### config.mk
export PLATFORM = sky130hd
export DESIGN_NAME = dma_irq_agg
export DESIGN_NICKNAME = d
export VERILOG_FILES = /design/src/rtl/dma_irq_agg.sv
export SDC_FILE = /design/constraint.sdc
export NUM_CORES = 1
export LEC_CHECK = 0
export ABC_AREA = 1
export BUFFER_PORTS_ARGS = -buffer_cell sky130_fd_sc_hd__buf_2
export CAP_MARGIN = 25
export CELL_PAD_IN_SITES_DETAIL_PLACEMENT = 1
export CELL_PAD_IN_SITES_GLOBAL_PLACEMENT = 1
export CORE_ASPECT_RATIO = 1.1
export CORE_UTILIZATION = 27
export CTS_CLUSTER_SIZE = 30
export DETAILED_ROUTE_END_ITERATION = 12
export GPL_TIMING_DRIVEN = 0
export PLACE_DENSITY_LB_ADDON = 0.1
export SYNTH_ARGS = -nofsm -noshare
export SYNTH_HDL_FRONTEND = slang
export SYNTH_SLANG_ARGS = --single-unit
### constraint.sdc
create_clock -name clk -period 1.2 [get_ports clk]
set_input_delay 0.06 -clock clk [delete_from_list [all_inputs] [get_ports clk]]
set_output_delay 0.06 -clock clk [all_outputs]
set_load 0.01 [all_outputs]
### src/rtl/dma_irq_agg.sv
module dma_irq_agg #(
  parameter int NCH = 8,
  parameter int AW  = 20,
  parameter int DW  = 32
) (
  input  logic          clk,
  input  logic          rst_n,
  input  logic [AW-1:0] addr,
  input  logic          wr_en,
  input  logic [DW-1:0] wdata,
  output logic [DW-1:0] rdata,
  input  logic [NCH-1:0] done_evt,
  output logic          irq,
  output logic          addr32_mode,
  output logic          ch_hit,
  output logic [NCH-1:0] ch_sel,
  output logic [5:0]    ch_off
);
  localparam int NPAIR = NCH / 2;
  localparam int IW    = AW - 6;
  localparam logic [AW-1:0] A_STS  = AW'('h80000);
  localparam logic [AW-1:0] A_PEND = AW'('h80004);
  localparam logic [AW-1:0] A_ENA  = AW'('h80008);
  localparam logic [AW-1:0] A_MODE = AW'('h34);

  logic [NCH-1:0] status_q, enable_q, pend;
  logic           mode_q;

  wire sts_wr  = wr_en && (addr == A_STS);
  wire ena_wr  = wr_en && (addr == A_ENA);
  wire mode_wr = wr_en && (addr == A_MODE);

  always_ff @(posedge clk or negedge rst_n) begin
    if (!rst_n) begin
      status_q <= '0;
      enable_q <= '0;
      mode_q   <= 1'b0;
    end else begin
      status_q <= (status_q & ~(sts_wr ? wdata[NCH-1:0] : '0)) | done_evt;
      if (ena_wr)  enable_q <= wdata[NCH-1:0];
      if (mode_wr) mode_q   <= wdata[0];
    end
  end

  assign pend        = status_q & enable_q;
  assign irq         = |pend;
  assign addr32_mode = mode_q;

  always_comb begin
    rdata = '0;
    case (addr)
      A_STS:   rdata[NCH-1:0] = status_q;
      A_PEND:  rdata[NCH-1:0] = pend;
      A_ENA:   rdata[NCH-1:0] = enable_q;
      A_MODE:  rdata[0]       = mode_q;
      default: rdata = '0;
    endcase
  end

  logic [5:0]  win;
  logic [IW-1:0] inst;
  logic        in_range, rx_ok, tx_ok;
  logic [IW:0] chan_num;

  assign win      = addr[5:0];
  assign inst     = addr[AW-1:6];
  assign in_range = int'(inst) < NPAIR;

  always_comb begin
    rx_ok = 1'b0;
    tx_ok = 1'b0;
    case (win)
      6'h00, 6'h04, 6'h0C, 6'h10, 6'h14, 6'h30: rx_ok = 1'b1;
      6'h18, 6'h1C, 6'h24, 6'h2C:               tx_ok = 1'b1;
      default: ;
    endcase
  end

  assign chan_num = {inst, tx_ok};
  assign ch_hit   = in_range && (rx_ok || tx_ok);
  assign ch_sel   = ch_hit ? ({{(NCH-1){1'b0}}, 1'b1} << chan_num) : '0;
  assign ch_off   = tx_ok ? win - 6'h18 : win;
endmodule

==> impl_metrics.env, run 1 <==
export IMPL_ys_seq_area_share_pct=26.9
export IMPL_hold_path_end="enable_q[7]"
export IMPL_violations="negative setup slack"
export IMPL_grt_util_all_layers_pct=18.4
export IMPL_power_frac_seq_pct=39.6
export IMPL_overflow=0
export IMPL_path_cells="nand2_2, nand4_1, or2_4, buf_6"
export IMPL_die_y_um=82.3
export IMPL_fin_crit_ns=1.26
export IMPL_row_count=28
export IMPL_dieArea_um2=6180
export IMPL_cp_data_arrival_time_ns=1.20
export IMPL_yosys_cell_types_count=26
export IMPL_drc=0
export IMPL_cts_buffers=3
export IMPL_port_buffers=62
export IMPL_clock_sinks=17
export IMPL_r2r_start="status_q[7]"
export IMPL_final_cell_area_um2=3040
export IMPL_tns_ns=-0.184
export IMPL_maxCapViolCount=0
export IMPL_mostFrequentLayoutCells="buf_4, nand2_1, buf_2, buf_6, inv_1"
export IMPL_synth_area_um2=1580
export IMPL_ant_nets=0
export IMPL_clk_latency_ns=0.25
export IMPL_stdcell_count=451
export IMPL_placed_area_um2=2070
export IMPL_crit_reg2reg_capture="status_q[7]"
export IMPL_ff2ff_setup_slack_ns=0.43
export IMPL_antenna_cells=0
export IMPL_max_vdd_ir_drop_uv=535
export IMPL_final_common_cell="buf_4"
export IMPL_initial_core_util_pct=28.8
export IMPL_syn_area_per_cell_um2=6.74
export IMPL_vias=1987
export IMPL_wirelength_mm=5.73
export IMPL_holdPathStages=3
export IMPL_routabilityCongestion=0.740
export IMPL_crit_required_ns=1.14
export IMPL_antenna_found_initial=0
export IMPL_first_pass_iters=4
export IMPL_hold_violations=0
export IMPL_worst_slew_pin_slew_ns=0.504
export IMPL_grt_pass1_wl_mm=8.80
export IMPL_ys_ff_latch=17
export IMPL_clockBufferDepth=2
export IMPL_clkSlewWorstSetupHoldPaths_ns=0.07
export IMPL_layout_nets=441
export IMPL_cts_tree="done"
export IMPL_critPathKind="flip-flop to output pin"
export IMPL_path_delay_family="simple AND/OR/NAND/NOR gates"
export IMPL_utilization_pct=55.3
export IMPL_die_w_um=75.0
export IMPL_worstPathMaxFanout=2
export IMPL_combPwrFrac_pct=30.2
export IMPL_grt_start_max_net_pins=18
export IMPL_vias_per_cell=4.41
export IMPL_worst_path_buf_inv=1
export IMPL_maxSlewViolCount=0
export IMPL_drt_iter0_drc=49
export IMPL_p_sw_w=0.000424
export IMPL_slowest_delay_ns=0.39
export IMPL_period_share_pct=105
export IMPL_cts_htree_levels=1
export IMPL_area_growth_pct=91.9
export IMPL_min_path_type="primary input to flip-flop"
export IMPL_setup_ws_ns=-0.0597
export IMPL_status="finished with violations"
export IMPL_yosys_warnings=0
export IMPL_fmax_mhz=794
export IMPL_rsz0062_at_grt="yes"
export IMPL_avgRoutedWirePerCell_um=12.7
export IMPL_drive_gt1_share_pct=55.6
export IMPL_p_leak_nw=1.72
export IMPL_placed_cells=395
export IMPL_critPathCaptureType="output pin"
export IMPL_min_from="wdata[7]"
export IMPL_reg2regPathDepth=3
export IMPL_slowest_stage="dfrtp_1"
export IMPL_clockRootBuffer="clkbuf_8"
export IMPL_setup_violations_final=7
export IMPL_top_level_ports=112
export IMPL_slew_headroom_pct=66.4
export IMPL_start_kind="flip-flop"
export IMPL_core_area_um2=5500
export IMPL_grt_pass1_vias=2022
export IMPL_dp_final_hpwl_mm=3.60
export IMPL_internal_power_w=0.00102
export IMPL_synthCells=235
export IMPL_power_density_nw_per_um2=475
export IMPL_finClkSkew_ns=0
export IMPL_clkPwrFrac_pct=30.1
export IMPL_switching_share_pct=29.3
==> routing by layer <==
metal	global-route usage, %	wire length (µm)
met4	3.21	85
met5	0	0
met1	20.3	2270
met3	3.16	260
met2	36.6	3120
==> synthesized netlist by cell type (all sizes together) <==
library cell	n	area [µm²]
dfrtp	17	425
nand4	12	75.1
nor2	30	178
conb	1	3.75
nor3	2	15.0
nand2	69	277
o21ai	6	30.0
inv	27	101
or2	1	6.26
buf	31	244
xor2	1	8.76
nand3	37	208
ha	1	12.5
==> registers in the layout, indices dropped and copies added (netlist names) <==
name	flops
addr32_mode	1
status_q	8
enable_q	8
==> area by class of cell <==
type / instances / area (µm²)
fill: 712 / 2460
multi-input combinational: 183 / 1200
timing repair buffer: 114 / 923
sequential: 17 / 425
buffer: 31 / 244
inverter: 27 / 104
tap: 75 / 93.8
clock buffer: 3 / 41.3
clock inverter: 1 / 5.00
==> cells by family (layout without fill, tap and decap cells) <==
group / Yosys count / in the layout / synth area share (%)
and+or+nand+nor: 151 / 151 / 47.9
buffers and inverters: 58 / 176 / 21.8
DFF: 17 / 17 / 26.9
AOI/OAI and AO/OA: 6 / 6 / 1.90
adders and majority gates: 1 / 1 / 0.790
other: 1 / 24 / 0.237
xor gates and xnor gates: 1 / 1 / 0.553
==> worst min-delay path, cell delays in order <==
cell and delay [ns]:
buf_2 0.09, nand3_1 0.07, nand2_1 0.06
==> power by group through the flow <==
stage,Sequential [W],Combinational [W],Clock (W)
2_1_floorplan,0.000584,0.000179,0
3_3_place_gp,0.000584,0.000297,0
3_5_place_dp,0.000584,0.000300,0
4_1_cts,0.000573,0.000369,0.000443
5_1_grt,0.000572,0.000478,0.000481
6_report,0.000573,0.000436,0.000435
==> metrics by stage <==
step	worst slack [ns]	hold slack [ns]	power (W)
floorplan	0.154	-0.236	0.000763
global placement	-0.241	0.0216	0.000881
detailed placement	-0.251	0.0107	0.000884
CTS	-0.0606	0.0548	0.00138
global route	-0.122	0.0652	0.00153
finish	-0.0597	0.0544	0.00144
==> worst max path at each step <==
| stage | slack [ns] | start | end | cells after the start |
|---|---|---|---|---|
| floorplan | 0.15 | addr[10] | status_q[6] | 9 |
| global placement | -0.24 | addr[10] | rdata[7] | 9 |
| detailed placement | -0.25 | addr[10] | rdata[4] | 9 |
| CTS | -0.06 | enable_q[5] | irq | 4 |
| global route | -0.12 | status_q[5] | irq | 4 |
| finish | -0.06 | status_q[5] | irq | 4 |
==> what timing repair did <==
item,CTS,global route
hold buffers,9,0
pin swaps,19,27
hold endpoints to repair,25,0
gates cloned,1,0
setup endpoints to repair,19,19
gates resized for setup,60,57
buffers inserted,33,10
Note: power is estimated with default switching activity, not from simulation.
==> run 2, diff against run 1 <==
GPL_TIMING_DRIVEN = not set   (was 0)
==> run 2 against run 1 <==
  * Critical endpoint unchanged
  * Final cell count down 2.0%
  * Highest routed layer unchanged
  * Combinational power decreased by 8.3%
  * The flow still finishes with violations (negative setup slack)
  * Setup slack lost 0.019 ns
==> impl_metrics.env, run 2 (synthesis results as in run 1) <==
export IMPL_antenna_found_initial=0
export IMPL_critPathKind="flip-flop to output pin"
export IMPL_cts_tree="done"
export IMPL_cts_htree_levels=1
export IMPL_initial_core_util_pct=28.8
export IMPL_max_vdd_ir_drop_uv=423
export IMPL_fmax_mhz=782
export IMPL_grt_util_all_layers_pct=18.4
export IMPL_dieArea_um2=6180
export IMPL_top_level_ports=112
export IMPL_maxSlewViolCount=0
export IMPL_p_leak_nw=1.64
export IMPL_rsz0062_at_grt="yes"
export IMPL_drt_iter0_drc=25
export IMPL_overflow=0
export IMPL_area_growth_pct=84.7
export IMPL_worstPathMaxFanout=4
export IMPL_dp_slack_ns=-0.142
export IMPL_die_w_um=75.0
export IMPL_antenna_cells=0
export IMPL_hold_violations=0
export IMPL_ff2ff_setup_slack_ns=0.34
export IMPL_clock_sinks=17
export IMPL_clk_latency_ns=0.25
export IMPL_status="finished with violations"
export IMPL_ant_nets=0
export IMPL_critPathCaptureType="output pin"
export IMPL_vias_per_cell=4.37
export IMPL_grt_pass1_vias=1951
export IMPL_power_density_nw_per_um2=487
export IMPL_reg2regPathDepth=4
export IMPL_port_buffers=63
export IMPL_routabilityCongestion=0.752
export IMPL_clockRootBuffer="clkbuf_8"
export IMPL_path_cells="nand2_1, nand4_1, or2_4, buf_6"
export IMPL_slowest_delay_ns=0.42
export IMPL_clkSlewWorstSetupHoldPaths_ns=0.07
export IMPL_die_y_um=82.3
export IMPL_drive_gt1_share_pct=54.5
export IMPL_first_pass_iters=4
export IMPL_final_cell_area_um2=2930
export IMPL_clockBufferDepth=2
export IMPL_grt_pass1_wl_mm=8.71
export IMPL_drc=0
export IMPL_row_count=28
export IMPL_min_from="wdata[7]"
export IMPL_crit_reg2reg_capture="status_q[5]"
export IMPL_holdPathStages=3
export IMPL_mostFrequentLayoutCells="buf_4, nand2_1, buf_2, buf_6"
export IMPL_cp_data_arrival_time_ns=1.22
export IMPL_final_common_cell="buf_4"
export IMPL_min_path_type="primary input to flip-flop"
export IMPL_crit_required_ns=1.14
export IMPL_core_area_um2=5500
export IMPL_dp_final_hpwl_mm=3.72
export IMPL_maxCapViolCount=0
export IMPL_setup_violations_final=11
export IMPL_slowest_stage="dfrtp_1"
export IMPL_utilization_pct=53.2
export IMPL_start_kind="flip-flop"
export IMPL_layout_nets=432
export IMPL_cts_buffers=3
export IMPL_finClkSkew_ns=0
export IMPL_setup_ws_ns=-0.0787
export IMPL_avgRoutedWirePerCell_um=13.3
export IMPL_fin_crit_ns=1.28
export IMPL_r2r_start="status_q[5]"
export IMPL_wirelength_mm=5.86
export IMPL_period_share_pct=107
export IMPL_vias=1930
export IMPL_hold_path_end="enable_q[7]"
export IMPL_placed_area_um2=2060
export IMPL_violations="negative setup slack"
export IMPL_grt_start_max_net_pins=18
[run 2: cell types whose count changed in the layout (fill, tap and decap cells not counted), moves of 3 or more]
| cell | before | now |
|---|---|---|
| inv_2 | 0 | 3 |
| nand2_1 | 44 | 47 |
| buf_4 | 62 | 52 |
| buf_2 | 39 | 43 |
| buf_6 | 30 | 27 |
| nand2_2 | 19 | 15 |
[run 2: final cells by class]
| type | count | area [µm²] |
|---|---|---|
| Tap cell | 75 | 93.8 |
| Sequential cell | 17 | 427 |
| Clock buffer | 3 | 41.3 |
| Multi-Input combinational cell | 184 | 1170 |
| Clock inverter | 1 | 5.00 |
| Timing Repair Buffer | 135 | 1090 |
| Fill cell | 708 | 2570 |
| Inverter | 27 | 101 |
[run 2: worst max path at each step]
stage                            from     endpoint  cells past startpoint
after global placement        addr[5]  enable_q[0]                      9
after CTS                 status_q[1]          irq                      4
final                     enable_q[7]          irq                      4
after global routing         addr[15]     rdata[6]                     10
after detailed placement      addr[1]    ch_sel[4]                      8
after floorplan              addr[10]  status_q[6]                      9
[run 2: power by group]
group          leakage (nW)  switching (W)  internal (W)  total (W)
Combinational          1.42       0.000213      0.000187   0.000400
Sequential            0.195  0.00000000781      0.000572   0.000572
Clock                0.0255       0.000221      0.000231   0.000451
[run 2: per-layer routing]
layer  GRT usage (%)  share of wire [%]  wire length [µm]
met5               0                  0                 0
met2            33.8                 53              3120
met3            1.82                2.9               170
met4            1.70               0.60                35
met1            24.0                 43              2530
[run 2: metrics by stage]
| stage | std cells | power, W | hold slack (ns) | setup TNS (ns) |
|---|---|---|---|---|
| 4_1_cts | 432 | 0.00137 | 0.00137 | -0.225 |
| 3_3_place_gp | 392 | 0.000856 | 0.0168 | -2.54 |
| 2_1_floorplan | 258 | 0.000763 | -0.236 | 0 |
| 6_report | 442 | 0.00142 | 0.0529 | -0.331 |
| 5_1_grt | 442 | 0.00151 | 0.0741 | -1.71 |
| 3_5_place_dp | 392 | 0.000858 | 0.0214 | -3.19 |
[run 2: what timing repair did]
item / CTS / global route
endpoints found under the setup margin: 19 / 34
cloned: 2 / 0
pin swaps: 35 / 26
endpoints found under the hold margin: 24 / 1
hold buffers: 8 / 1
setup buffers: 26 / 9
resized for setup: 65 / 40
[run 2: critical path: cells and delay by family, from the launching register on]
family / cells / cell delay (ns)
and+or+nand+nor: 3 / 0.43
DFF: 1 / 0.42
buffers and inverters: 1 / 0.12
